<file path="src/rtl/pvio_pkg.sv">
package pvio_pkg;
  // word indices of the common area (byte offset / 4)
  localparam int unsigned W_HOSTF  = 0;
  localparam int unsigned W_GUESTF = 1;
  localparam int unsigned W_PFN    = 2;
  localparam int unsigned W_QNUM   = 3;
  localparam int unsigned W_CTRL   = 4;
  localparam int unsigned W_VEC    = 5;

  localparam int unsigned DEV_START_VEC   = 24;
  localparam int unsigned DEV_START_PLAIN = 20;

  localparam int unsigned RING_SHIFT = 12;
  localparam logic [15:0] NO_VECTOR  = 16'hFFFF;

  function automatic logic [31:0] merge32(input logic [31:0] old_v,
                                          input logic [31:0] new_v,
                                          input logic [3:0]  be);
    logic [31:0] r;
    for (int b = 0; b < 4; b++)
      r[8*b +: 8] = be[b] ? new_v[8*b +: 8] : old_v[8*b +: 8];
    return r;
  endfunction

  function automatic logic [15:0] merge16(input logic [15:0] old_v,
                                          input logic [15:0] new_v,
                                          input logic [1:0]  be);
    logic [15:0] r;
    for (int b = 0; b < 2; b++)
      r[8*b +: 8] = be[b] ? new_v[8*b +: 8] : old_v[8*b +: 8];
    return r;
  endfunction

  function automatic logic [43:0] ring_addr(input logic [31:0] pfn);
    return {pfn, 12'h000};
  endfunction
endpackage

</file>
<file path="src/rtl/pvio_queue_bank.sv">
module pvio_queue_bank
  import pvio_pkg::*;
#(
  parameter int NUM_QUEUES = 4,
  parameter int SEL_W      = 16
) (
  input  logic             clk,
  input  logic             rst_n,
  input  logic             soft_clr,
  input  logic [SEL_W-1:0] sel,
  input  logic             pfn_we,
  input  logic [3:0]       pfn_be,
  input  logic [31:0]      pfn_wdata,
  input  logic             vec_we,
  input  logic [1:0]       vec_be,
  input  logic [15:0]      vec_wdata,
  output logic             sel_valid,
  output logic [31:0]      pfn_sel,
  output logic [15:0]      vec_sel
);
  logic [31:0] pfn_q [NUM_QUEUES];
  logic [15:0] vec_q [NUM_QUEUES];

  assign sel_valid = 32'(sel) < NUM_QUEUES;

  for (genvar g = 0; g < NUM_QUEUES; g++) begin : g_q
    logic hit;
    assign hit = (sel == SEL_W'(g));
    always_ff @(posedge clk or negedge rst_n) begin
      if (!rst_n) begin
        pfn_q[g] <= '0;
        vec_q[g] <= NO_VECTOR;
      end else if (soft_clr) begin
        pfn_q[g] <= '0;
        vec_q[g] <= NO_VECTOR;
      end else begin
        if (pfn_we && hit) pfn_q[g] <= merge32(pfn_q[g], pfn_wdata, pfn_be);
        if (vec_we && hit) vec_q[g] <= merge16(vec_q[g], vec_wdata, vec_be);
      end
    end
  end

  always_comb begin
    pfn_sel = '0;
    vec_sel = NO_VECTOR;
    for (int i = 0; i < NUM_QUEUES; i++) begin
      if (sel == SEL_W'(i)) begin
        pfn_sel = pfn_q[i];
        vec_sel = vec_q[i];
      end
    end
  end
endmodule

</file>
<file path="src/rtl/pvio_isr.sv">
module pvio_isr (
  input  logic       clk,
  input  logic       rst_n,
  input  logic       soft_clr,
  input  logic       set_queue,
  input  logic       set_cfg,
  input  logic       rd_clr,
  output logic [7:0] isr
);
  logic [1:0] flags;
  logic [1:0] kept;

  // clearing read and soft reset drop old bits; new events always land
  assign kept = (soft_clr || rd_clr) ? 2'b00 : flags;

  always_ff @(posedge clk or negedge rst_n) begin
    if (!rst_n) flags <= 2'b00;
    else        flags <= kept | {set_cfg, set_queue};
  end

  assign isr = {6'b0, flags};
endmodule

</file>
<file path="src/rtl/pvio_regfile.sv">
module pvio_regfile
  import pvio_pkg::*;
#(
  parameter int          NUM_QUEUES    = 4,
  parameter int          QUEUE_SIZE    = 256,
  parameter logic [31:0] HOST_FEATURES = 32'h0100_0031,
  parameter int          ADDR_W        = 8
) (
  input  logic              clk,
  input  logic              rst_n,
  input  logic              msix_en,
  input  logic [ADDR_W-1:0] bus_addr,
  input  logic [3:0]        bus_be,
  input  logic              bus_wr,
  input  logic [31:0]       bus_wdata,
  input  logic              bus_rd,
  output logic [31:0]       bus_rdata,
  input  logic              irq_queue_set,
  input  logic              irq_config_set,
  output logic              notify_valid,
  output logic [15:0]       notify_queue,
  output logic [31:0]       guest_features,
  output logic [7:0]        dev_status,
  output logic [43:0]       ring_base,
  output logic              dev_wr,
  output logic              dev_rd,
  output logic [ADDR_W-1:0] dev_offset,
  output logic [3:0]        dev_be,
  output logic [31:0]       dev_wdata,
  input  logic [31:0]       dev_rdata
);
  localparam int WORD_W = ADDR_W - 2;

  logic [WORD_W-1:0] word;
  logic [ADDR_W-1:0] dev_start;
  logic              in_dev;
  logic              hit_guestf, hit_pfn, hit_qnum, hit_ctrl, hit_vec;

  assign word      = bus_addr[ADDR_W-1:2];
  assign dev_start = msix_en ? ADDR_W'(DEV_START_VEC) : ADDR_W'(DEV_START_PLAIN);
  assign in_dev    = bus_addr >= dev_start;

  assign hit_guestf = !in_dev && (word == WORD_W'(W_GUESTF));
  assign hit_pfn    = !in_dev && (word == WORD_W'(W_PFN));
  assign hit_qnum   = !in_dev && (word == WORD_W'(W_QNUM));
  assign hit_ctrl   = !in_dev && (word == WORD_W'(W_CTRL));
  assign hit_vec    = !in_dev && (word == WORD_W'(W_VEC));

  // named internal events, observed by the checker
  logic ev_notify, ev_status_wr, ev_soft_rst, ev_isr_clr;
  assign ev_notify    = bus_wr && hit_ctrl && (bus_be[0] || bus_be[1]);
  assign ev_status_wr = bus_wr && hit_ctrl && bus_be[2];
  assign ev_soft_rst  = ev_status_wr && (bus_wdata[23:16] == 8'h00);
  assign ev_isr_clr   = bus_rd && hit_ctrl && bus_be[3];

  logic [15:0] qsel;
  logic [15:0] cfg_vec;
  logic        sel_valid;
  logic [31:0] pfn_sel;
  logic [15:0] vec_sel;
  logic [7:0]  isr;

  pvio_queue_bank #(.NUM_QUEUES(NUM_QUEUES), .SEL_W(16)) bank_i (
    .clk       (clk),
    .rst_n     (rst_n),
    .soft_clr  (ev_soft_rst),
    .sel       (qsel),
    .pfn_we    (bus_wr && hit_pfn),
    .pfn_be    (bus_be),
    .pfn_wdata (bus_wdata),
    .vec_we    (bus_wr && hit_vec),
    .vec_be    (bus_be[3:2]),
    .vec_wdata (bus_wdata[31:16]),
    .sel_valid (sel_valid),
    .pfn_sel   (pfn_sel),
    .vec_sel   (vec_sel)
  );

  pvio_isr isr_i (
    .clk       (clk),
    .rst_n     (rst_n),
    .soft_clr  (ev_soft_rst),
    .set_queue (irq_queue_set),
    .set_cfg   (irq_config_set),
    .rd_clr    (ev_isr_clr),
    .isr       (isr)
  );

  always_ff @(posedge clk or negedge rst_n) begin
    if (!rst_n) begin
      guest_features <= '0;
      qsel           <= '0;
      cfg_vec        <= NO_VECTOR;
      dev_status     <= '0;
      notify_valid   <= 1'b0;
      notify_queue   <= '0;
    end else begin
      notify_valid <= ev_notify;
      if (ev_notify)
        notify_queue <= merge16(16'h0000, bus_wdata[15:0], bus_be[1:0]);
      if (ev_status_wr) dev_status <= bus_wdata[23:16];
      if (bus_wr && hit_qnum)
        qsel <= merge16(qsel, bus_wdata[31:16], bus_be[3:2]);
      if (ev_soft_rst) begin
        guest_features <= '0;
        cfg_vec        <= NO_VECTOR;
      end else begin
        if (bus_wr && hit_guestf)
          guest_features <= merge32(guest_features, bus_wdata, bus_be);
        if (bus_wr && hit_vec)
          cfg_vec <= merge16(cfg_vec, bus_wdata[15:0], bus_be[1:0]);
      end
    end
  end

  logic [15:0] qsize;
  logic [31:0] rd_word;
  assign qsize = sel_valid ? 16'(QUEUE_SIZE) : 16'h0000;

  always_comb begin
    rd_word = '0;
    if (in_dev) rd_word = dev_rdata;
    else begin
      case (32'(word))
        W_HOSTF:  rd_word = HOST_FEATURES;
        W_GUESTF: rd_word = guest_features;
        W_PFN:    rd_word = pfn_sel;
        W_QNUM:   rd_word = {qsel, qsize};
        W_CTRL:   rd_word = {isr, dev_status, 16'h0000};
        W_VEC:    rd_word = {vec_sel, cfg_vec};
        default:  rd_word = '0;
      endcase
    end
  end

  always_ff @(posedge clk or negedge rst_n) begin
    if (!rst_n)      bus_rdata <= '0;
    else if (bus_rd) bus_rdata <= rd_word;
  end

  assign ring_base  = ring_addr(pfn_sel);
  assign dev_wr     = bus_wr && in_dev;
  assign dev_rd     = bus_rd && in_dev;
  assign dev_offset = bus_addr - dev_start;
  assign dev_be     = bus_be;
  assign dev_wdata  = bus_wdata;
endmodule

</file>
<file path="config.mk">
export PLATFORM = sky130hd
export DESIGN_NAME = pvio_regfile
export DESIGN_NICKNAME = d
export VERILOG_FILES = /design/src/rtl/pvio_pkg.sv /design/src/rtl/pvio_queue_bank.sv /design/src/rtl/pvio_isr.sv /design/src/rtl/pvio_regfile.sv
export SDC_FILE = /design/constraint.sdc
export NUM_CORES = 1
export LEC_CHECK = 0
export BUFFER_PORTS_ARGS = -buffer_cell sky130_fd_sc_hd__buf_2
export CORE_MARGIN = 2
export CORE_UTILIZATION = 28
export DETAILED_ROUTE_END_ITERATION = 16
export SYNTH_ARGS = -nofsm -noshare
export SYNTH_HDL_FRONTEND = slang
export SYNTH_SLANG_ARGS = --single-unit
</file>
<file path="constraint.sdc">
create_clock -name clk -period 2.8 [get_ports clk]
set_clock_uncertainty 0.05 [all_clocks]
set_input_delay 0.28 -clock clk [delete_from_list [all_inputs] [get_ports clk]]
set_output_delay 0.28 -clock clk [all_outputs]
set_load 0.005 [all_outputs]
</file>
# After elaboration in Yosys (flattened, before gate mapping)
# Cells that the tools add are included.
# Widths: inputs -> output; s select.
# word_totals
reg_bits	315
out_inout_bits	179
wordCells	165
# op_classes
eq_ne	8
magnitude_cmp	2
addsub	1
bitwise_logic	1
n_reduce_logical	77
muxes	39
# ops
op	count
$mux 32	15
$mux 16	14
$pmux 32 s6	1
$reduce_and 2->1	32
$mux 8	6
$eq 16x2->1 const B	2
$reduce_bool 2->1	14
$logic_and 1x1->1	25
$eq 16x1->1 const B	1
$logic_not 16->1	1
$lt 16x3->1 const B	1
$eq 6x2->1 const B	2
$eq 6x3->1 const B	2
$mux 9	1
$ge 8x5->1	1
$logic_not 8->1	1
$sub 8x5->8	1
$eq 6x1->1 const B	1
$logic_not 6->1	1
$mux 4	1
$logic_or 1x1->1	2
$mux 2	1
$or 2x2->2	1
$logic_not 1->1	1

# Longest topological paths before layout
# Gate-level depths: netlist of run 1.
# depth
word_depth	10
depth_mapped	12

# By module
# From an unflattened synthesis of run 1, not the netlist that was laid out.
# hier_totals
cells_unflattened	1352
area_unflattened_um2	16349.4
# modules_own_cells
module	cells_per_inst	seq_area_each_um2	area_each_um2	instances
pvio_queue_bank	764	4884.7	9900.7	1
pvio_regfile	576	3047.9	6328.6	1
pvio_isr	12	50.0	120.1	1

# Least setup slack after synthesis of run 1
# Ideal clock, no wire load.
# synth_path
kind	input to register
startpoint	input port bus_addr[2]
endpoint	register bank_i.pfn_q[0] in the netlist's numbering
path_slack_ns	-0.193
path_buffers	4
arrival_time_ns	2.811
cell_stages	12
setup_time_ns	0.132
cell_sequence	clkbuf_1 -> inv_1 -> ha_1 -> inv_1 -> fa_1 -> clkbuf_1 -> o21ai_1 -> nand2_1 -> nor2_1 -> buf_2 -> buf_1 -> nor2_1
# synth_between
elab_chain_cells	8
# synth_rtl
item	line	source
start, declared	pvio_regfile.sv:12	input logic [ADDR_W-1:0] bus_addr,
$ge 8x5->1	pvio_regfile.sv:41	assign in_dev = bus_addr >= dev_start;
$logic_not 1->1	pvio_regfile.sv:44, pvio_regfile.sv:46	
$logic_and 1x1->1	pvio_regfile.sv:46	assign hit_ctrl = !in_dev && (word == WORD_W'(W_CTRL));
$logic_and 1x1->1 (2 in series)	pvio_regfile.sv:52	assign ev_status_wr = bus_wr && hit_ctrl && bus_be[2];
$logic_and 1x1->1	pvio_regfile.sv:53	assign ev_soft_rst = ev_status_wr && (bus_wdata[23:16] == 8'h00);
$reduce_bool 2->1 (no source line)	-	
$reduce_and 2->1 (no source line)	-	
end signal, assigned by index	pvio_queue_bank.sv:37	if (pfn_we && hit) pfn_q[g] <= merge32(pfn_q[g], pfn_wdata, pfn_be);
end, declared	pvio_queue_bank.sv:21	logic [31:0] pfn_q [NUM_QUEUES];
# Several ways; a longest one is shown, not always the timed one.
# A chain may end at the register's enable or synchronous reset.

# Worst setup path after layout of run 1
# layout_path
startpoint	register qsel[0]
endpoint	output port ring_base[16]
# layout_between
elab_chain_cells	5
# layout_rtl
item	line	source
start, declared	pvio_regfile.sv:56	logic [15:0] qsel;
start signal, assigned	pvio_regfile.sv:103	qsel <= merge16(qsel, bus_wdata[31:16], bus_be[3:2]);
$logic_not 16->1	pvio_queue_bank.sv:47	if (sel == SEL_W'(i)) begin
$mux 32 (3 in series)	pvio_queue_bank.sv:47	
$mux 32 (*)	pvio_queue_bank.sv:47	
end, declared	pvio_regfile.sv:24	output logic [43:0] ring_base,
# Every way passes the cells marked *; elsewhere a longest branch is shown, timed or not.

==> impl_metrics.toml, run 1 <==
[run_status]
outcome = "complete, no violations"

[pwr]
p_total_uw = 11000
power_density_mw_per_mm2 = 561
cellLeakagePower_uw = 0.00944
ir_drop_mv = 0.409

[route]
wl_per_cell_um = 22.1
drt_iter0_markers = 912
route.met2.wl_um = 23900
met3_length_um = 3730
vias_per_cell = 5.04
drtAntennaViolNets = 0
via_count = 11800
highest_layer = "met4"
firstDrtPassIters = 7
drcViolationCount = 0
met1Wirelength_um = 22300
drt_wl_total_um = 51600

[worst_setup_path]
crit_start = "qsel[0]"
worstReg2RegStart = "qsel[8]"
r2r_slack_ns = 0.48
cp-start-kind = "flip-flop"
worstPathArrival_ns = 2.39
required_ns = 2.47
cp-end-kind = "output port"
r2r_end = "bus_rdata[22]"
r2r_cells = 7
critPathKind = "flip-flop to output port"
cp-endpoint = "ring_base[16]"
crit_path_max_fanout = 17

[flow_run]
cap_violations = 0

[floorplan]
core_area_sq_mm = 0.0551
die_area_sq_mm = 0.0577
die_w_um = 240
num_rows = 86
pin_count = 262
die_h_um = 240
initial_core_util_pct = 28.3

[sta]
rsz0062_at_grt = "no"
post-route-period-util_pct = 97.2
hold_viol = 0
fmax_ghz = 0.368
worstMarginPinSlew_ns = 0.791
layout_min_cycle_time_ns = 2.72
slew_headroom_pct = 45.9
setup_viol = 0
final_max_slew_viol_count = 0

[cts]
cts.path.max_buffers = 3
cts_tree = "built"
insertion_delay_ns = 0.56
htreeDepth = 2
cts_buffers = 36
cts-root-buf = "clkbuf_16"
clk_pin_slew_ns = 0.06
clock-sinks = 315
cts_setup_buffers = 0

[global_routing]
grt_max_degree = 84
overflow = 0
antenna_found_initial = 1
grt_pass1_wl_um = 76800
grt_pass1_vias = 11900
grt_util_all_layers_pct = 17.8

[placement]
hpwl_um = 36600
post-place-cells = 2241
globalplace.congestion = 0.818
portBuffers = 249

[synthesis]
synth_cell_type_count = 61
synthArstFlopShare_pct = 100
ys_seq_elements = 315
syn_area_per_cell_sq_um = 12.2
yosysWarningCount = 0
synth_enable_flop_cells = 0
postSynthCellCount = 1281
ys_seq_area_share_pct = 51.1
synth.cell_area_sq_mm = 0.0156
synthTopCellsByArea = "dfrtp_1 (38%), dfstp_2 (13%), mux2i_1 (11%)"
synth_top_cell_by_area = "dfrtp_1"
synth_ff_type = "dfrtp_1"
synth.top_cell.area_share_pct = 37.7

[cells_and_area]
nets = 1642
syn_to_final_growth_pct = 25.2
drive_above_1_share_pct = 39.6
fin_util_pct = 35.5
instances_no_fill = 2335

[worst_hold_path]
hp-class = "input pin to flip-flop"
-- per-stage QoR --
stage	cell area (sq um)	setup TNS, ns	hold WS (ns)	setup WS [ns]
2_1_floorplan	15700	0	-0.0656	0.0748
4_1_cts	19500	0	0.00129	0.0274
5_1_grt	19500	0	0.0463	0.00212
3_3_place_gp	18100	0	0.284	0.0644
6_report	19500	0	0.0335	0.0792
3_5_place_dp	18100	-0.129	0.295	-0.0259
-- critical path, stage by stage (launching register included) --
cell,delay (ns)
dfrtp_4,0.63
buf_12,0.24
mux4_2,0.62
and2_1,0.20
buf_2,0.12
-- worst min path at each step --
stage | startpoint | end | slack [ns] | cells past startpoint
6_report | dev_rdata[28] | bus_rdata[28] | 0.03 | 3
3_3_place_gp | rst_n | bus_rdata[0] | 0.28 | 1
2_1_floorplan | rst_n | bank_i.pfn_q[0] | -0.07 | 0
5_1_grt | dev_rdata[22] | bus_rdata[22] | 0.05 | 3
3_5_place_dp | rst_n | bus_rdata[0] | 0.29 | 1
4_1_cts | dev_rdata[22] | bus_rdata[22] | 0.001 | 3
-- registers in the layout, indices dropped and copies added (netlist names) --
name / count
bank_i.pfn_q: 128
isr_i.flags: 2
notify_valid: 1
notify_queue: 16
bus_rdata: 32
bank_i.vec_q: 64
qsel: 16
dev_status: 8
guest_features: 32
cfg_vec: 16
-- per-layer routing --
layer,vias up,GRT usage (%)
li1,5172,-
met1,6062,23.6
met2,459,28.9
met3,83,3.97
met4,0,5.80
met5,-,0
-- cell usage in the layout (no fill, tap or decap), types with 5 or more instances in the layout --
cell and instances:
buf_12 22, dlygate4sd3_1 25, a31oi_1 5, o221ai_1 10, inv_1 15, a21oi_1 18
clkbuf_1 9, a211o_1 15, a21o_1 7, a22o_1 28, dfrtp_1 233, buf_2 248
conb_1 12, nor4_1 8, nor2_1 133, nand3_1 16, clkbuf_16 38, a222oi_1 18
o21ai_0 19, nor3_4 13, buf_4 73, clkbuf_8 6, mux2i_1 168, o22ai_1 5
and3_1 5, mux4_2 48, clkinv_2 8, mux2_1 12, a22oi_1 10, o22a_1 32
nand2_1 80, mux2_2 52, dfstp_2 80, and2_1 41, nand3_2 7
-- area by class of cell --
type	instances	area, sq um
fillers	5443	35500
flip-flops and latches	315	7990
multi-input cells	818	6880
repair buffers	369	2490
clock buffers	53	1070
well taps	748	936
clock inverters	13	111
inverters	16	60.1
diodes	3	7.51
-- cell usage after synthesis (5+ instances only) --
cell / instances
inv_1: 15
nor2_1: 136
nand3_2: 7
buf_4: 52
a21o_1: 7
o22a_1: 32
mux4_2: 48
o21ai_0: 19
mux2_2: 52
mux2_1: 12
mux2i_1: 168
clkbuf_1: 60
nor4_1: 9
buf_1: 12
and2_1: 41
buf_2: 17
a21oi_1: 19
o221ai_1: 10
a22o_1: 28
dfstp_2: 80
a211o_1: 16
a22oi_1: 10
nand2_1: 80
o22ai_1: 5
nor3_4: 12
dfrtp_1: 235
a222oi_1: 18
nand3_1: 16
and3_1: 5
a31oi_1: 5
-- power breakdown --
group / total [uW] / internal [uW] / switching (uW)
registers: 4900 / 4760 / 138
logic: 1350 / 535 / 819
clock network: 4730 / 2750 / 1970
total: 11000 / 8050 / 2930
-- logic make-up (layout without fill, tap and decap cells) --
logic type	after synthesis	after routing	synth area share, %
AO/OA/AOI/OAI	185	185	9.51
XOR/XNOR	4	4	0.224
adder cells (fa/ha/maj)	3	3	0.289
buffers and inverters	159	451	5.36
flip-flops	315	315	51.1
multiplexers	280	280	22.3
other	1	15	0.0240
AND/OR/NAND/NOR	334	334	11.1
-- timing repair --
action	4_1_cts	5_1_grt
gates resized for setup	1	2
endpoints found under the setup margin	8	2
hold buffers	25	0
endpoints found under the hold margin	87	0
No activity file was read; power rests on OpenSTA's default activity.
==> inputs of run 2 (changes only) <==
--- a/config.mk
+++ b/config.mk
@@ -5,6 +5,7 @@
 export SDC_FILE = /design/constraint.sdc
 export NUM_CORES = 1
 export LEC_CHECK = 0
+export ABC_AREA = 1
 export BUFFER_PORTS_ARGS = -buffer_cell sky130_fd_sc_hd__buf_2
 export CORE_MARGIN = 2
 export CORE_UTILIZATION = 28
==> run 2 against run 1 <==
Compared with the run above:
- utilization down 0.43 points
- critical path depth up 6
- cell count up 35%
- register-to-register slack worse by 0.10 ns
- die area up 6.8%
- combinational power up 48%
- largest power group unchanged
- highest routed layer unchanged
- worst hold slack worse by 0.020 ns
- flip-flop and latch count unchanged
- critical endpoint is now ring_base[23]
- first-iteration DRC count up 28%
- via count up 31%
- synthesized area up 6.9%
==> impl_metrics.toml, run 2 <==
[cells_and_area]
nFillCells = 6150
n_antenna_cell = 0
nets = 2436
largest_reg_flops = 128
syn_to_final_growth_pct = 24.0
drive_above_1_share_pct = 25.3
layout_common_cells = "nand2_1 (629), buf_2 (247), dfrtp_1 (235)"
top_regs = "bank_i.pfn_q x128, bank_i.vec_q x64"
seqCellArea_sq_mm = 0.00798
fin_util_pct = 35.1
top_register = "bank_i.pfn_q"
instances_no_fill = 3149
mostFrequentLayoutCell = "nand2_1"
multi_input_area_sq_mm = 0.00711

[synthesis]
synth_cell_type_count = 45
synthTopCellsByArea = "dfrtp_1 (35%), nand2_1 (14%), dfstp_2 (13%)"
synth.top_cell.area_share_pct = 35.2
yosysWarningCount = 0
synthTopCellsByCount = "nand2_1 (638), dfrtp_1 (235), inv_1 (190), nand3_1 (167), o21ai_1 (167)"
synthArstFlopShare_pct = 100
synth_enable_flop_cells = 0
ys_seq_area_share_pct = 47.8
synth.cell_area_sq_mm = 0.0167
synth_ff_type = "dfrtp_1"
synth_most_common_cell = "nand2_1"
syn_area_per_cell_sq_um = 8.02
ys_seq_elements = 315
postSynthCellCount = 2082
synth_top_cell_by_area = "dfrtp_1"

[global_routing]
grt_max_degree = 75
grt_pass1_wl_um = 90700
grt_util_all_layers_pct = 19.3
antenna_found_initial = 0
grt_pass1_vias = 14600
overflow = 0

[sta]
worstMarginPinSlew_ns = 0.757
rsz0062_at_grt = "yes"
layout_min_cycle_time_ns = 2.76
fmax_ghz = 0.362
setup_viol = 0
hold_viol = 0
timing.final.ws_setup_ns = 0.0407
final_max_slew_viol_count = 0
slew_headroom_pct = 49.5
post-route-period-util_pct = 98.5
hold-worst-slack_ns = 0.0134

[cts]
htreeDepth = 2
clock-sinks = 315
cts-root-buf = "clkbuf_16"
clk_pin_slew_ns = 0.06
insertion_delay_ns = 0.54
cts_buffers = 36
cts.path.max_buffers = 3
cts_tree = "built"

[worst_setup_path]
worstPathArrival_ns = 2.43
r2r_cells = 12
r2r_end = "bank_i.vec_q[33]"
crit_path_max_fanout = 8
required_ns = 2.47
cp-end-kind = "output port"
worstReg2RegStart = "qsel[14]"
cp-start-kind = "flip-flop"
critPathKind = "flip-flop to output port"
r2r_slack_ns = 0.38

[route]
drt_wl_total_um = 61200
drt_iter0_markers = 1170
drcViolationCount = 0
via_count = 15400
drtAntennaViolNets = 0
wl_per_cell_um = 19.4
firstDrtPassIters = 6
vias_per_cell = 4.88

[pwr]
cellLeakagePower_uw = 0.0105
ir_drop_mv = 0.320
power_density_mw_per_mm2 = 560

[placement]
globalplace.congestion = 0.863
portBuffers = 249
place_ws_ns = 0.00808
hpwl_um = 43100
post-place-cells = 3042

[worst_hold_path]
min_to = "bus_rdata[6]"
holdPathStages = 3
hp-class = "input pin to flip-flop"
hold_start = "dev_rdata[6]"

[floorplan]
die_h_um = 248
num_rows = 89
core_area_sq_mm = 0.0590
initial_core_util_pct = 28.3
die_w_um = 248
pin_count = 262
die_area_sq_mm = 0.0616

[flow_run]
cap_violations = 0

[run_status]
outcome = "complete, no violations"
## run 2: changes by cell type after synthesis, sizes merged, moves of 48 or more
cell,delta
nand2,+597
o21ai,+311
inv,+182
mux2i,-168
nand3,+148
nor2,-80
mux2,-64
mux4,-48
## run 2: per-layer routing
layer,global-route usage [%],up-vias,share of wire [%]
met5,0,-,0
met1,26.5,7435,43
met4,8.96,0,4.8
met2,30.2,559,46
li1,-,7261,-
met3,2.59,125,6.3
## run 2: metrics by stage
| step | power [uW] | area, sq um | TNS (ns) |
|---|---|---|---|
| after global routing | 12000 | 20700 | -0.409 |
| final | 11600 | 20700 | 0 |
| after global placement | 6630 | 18800 | 0 |
| after CTS | 11500 | 20300 | -0.110 |
| after detailed placement | 6640 | 18800 | 0 |
| after floorplan | 5760 | 16700 | 0 |
## run 2: timing repair
action | CTS | global route
hold buffers | 16 | 0
pin swaps | 11 | 17
endpoints found under the setup margin | 32 | 32
gates resized for setup | 31 | 38
gates cloned | 2 | 5
endpoints found under the hold margin | 72 | 0
setup buffers | 9 | 12
## run 2: worst max-delay path, cell delays in order (launching register included)
cell	delay, ns
dfrtp_1	0.40
nor2_2	0.12
nand2_2	0.11
nor2_4	0.19
nand2_4	0.09
buf_12	0.13
nor3_4	0.19
buf_6	0.16
clkbuf_16	0.17
a22o_1	0.20
buf_2	0.13
## run 2: area by class of cell
type | instances | share of cell area (%)
clock buffer | 55 | 5.29
clock inverter | 9 | 0.399
inverter | 202 | 3.70
multi-input combinational | 1418 | 34.4
sequential | 315 | 38.6
tap | 773 | 4.68
timing repair buffer | 377 | 13.0
## run 2: kinds of logic after synthesis
family,share of synthesized area [%]
adders and majority gates,0.270
xor gates and xnor gates,0.210
and+or+nand+nor,25.7
buffers and inverters,10.9
AOI/OAI and AO/OA,15.0
other,0.0225
DFF,47.8
## run 2: power by group
part / switching [uW] / leakage, uW / total [uW] / internal [uW]
clock: 1960 / 0.000576 / 4750 / 2790
sequential: 124 / 0.00403 / 4840 / 4720
combinational: 1260 / 0.00593 / 2000 / 741
## run 2: worst max-delay path by stage
stage | from | to | slack, ns | depth (start not counted)
2_1_floorplan | msix_en | bank_i.pfn_q[102] | 0.46 | 16
3_3_place_gp | bus_addr[2] | cfg_vec[12] | 0.12 | 15
3_5_place_dp | bus_addr[2] | cfg_vec[7] | 0.008 | 15
4_1_cts | qsel[11] | ring_base[12] | -0.04 | 8
5_1_grt | qsel[14] | ring_base[42] | -0.05 | 10
6_report | qsel[14] | ring_base[23] | 0.04 | 10
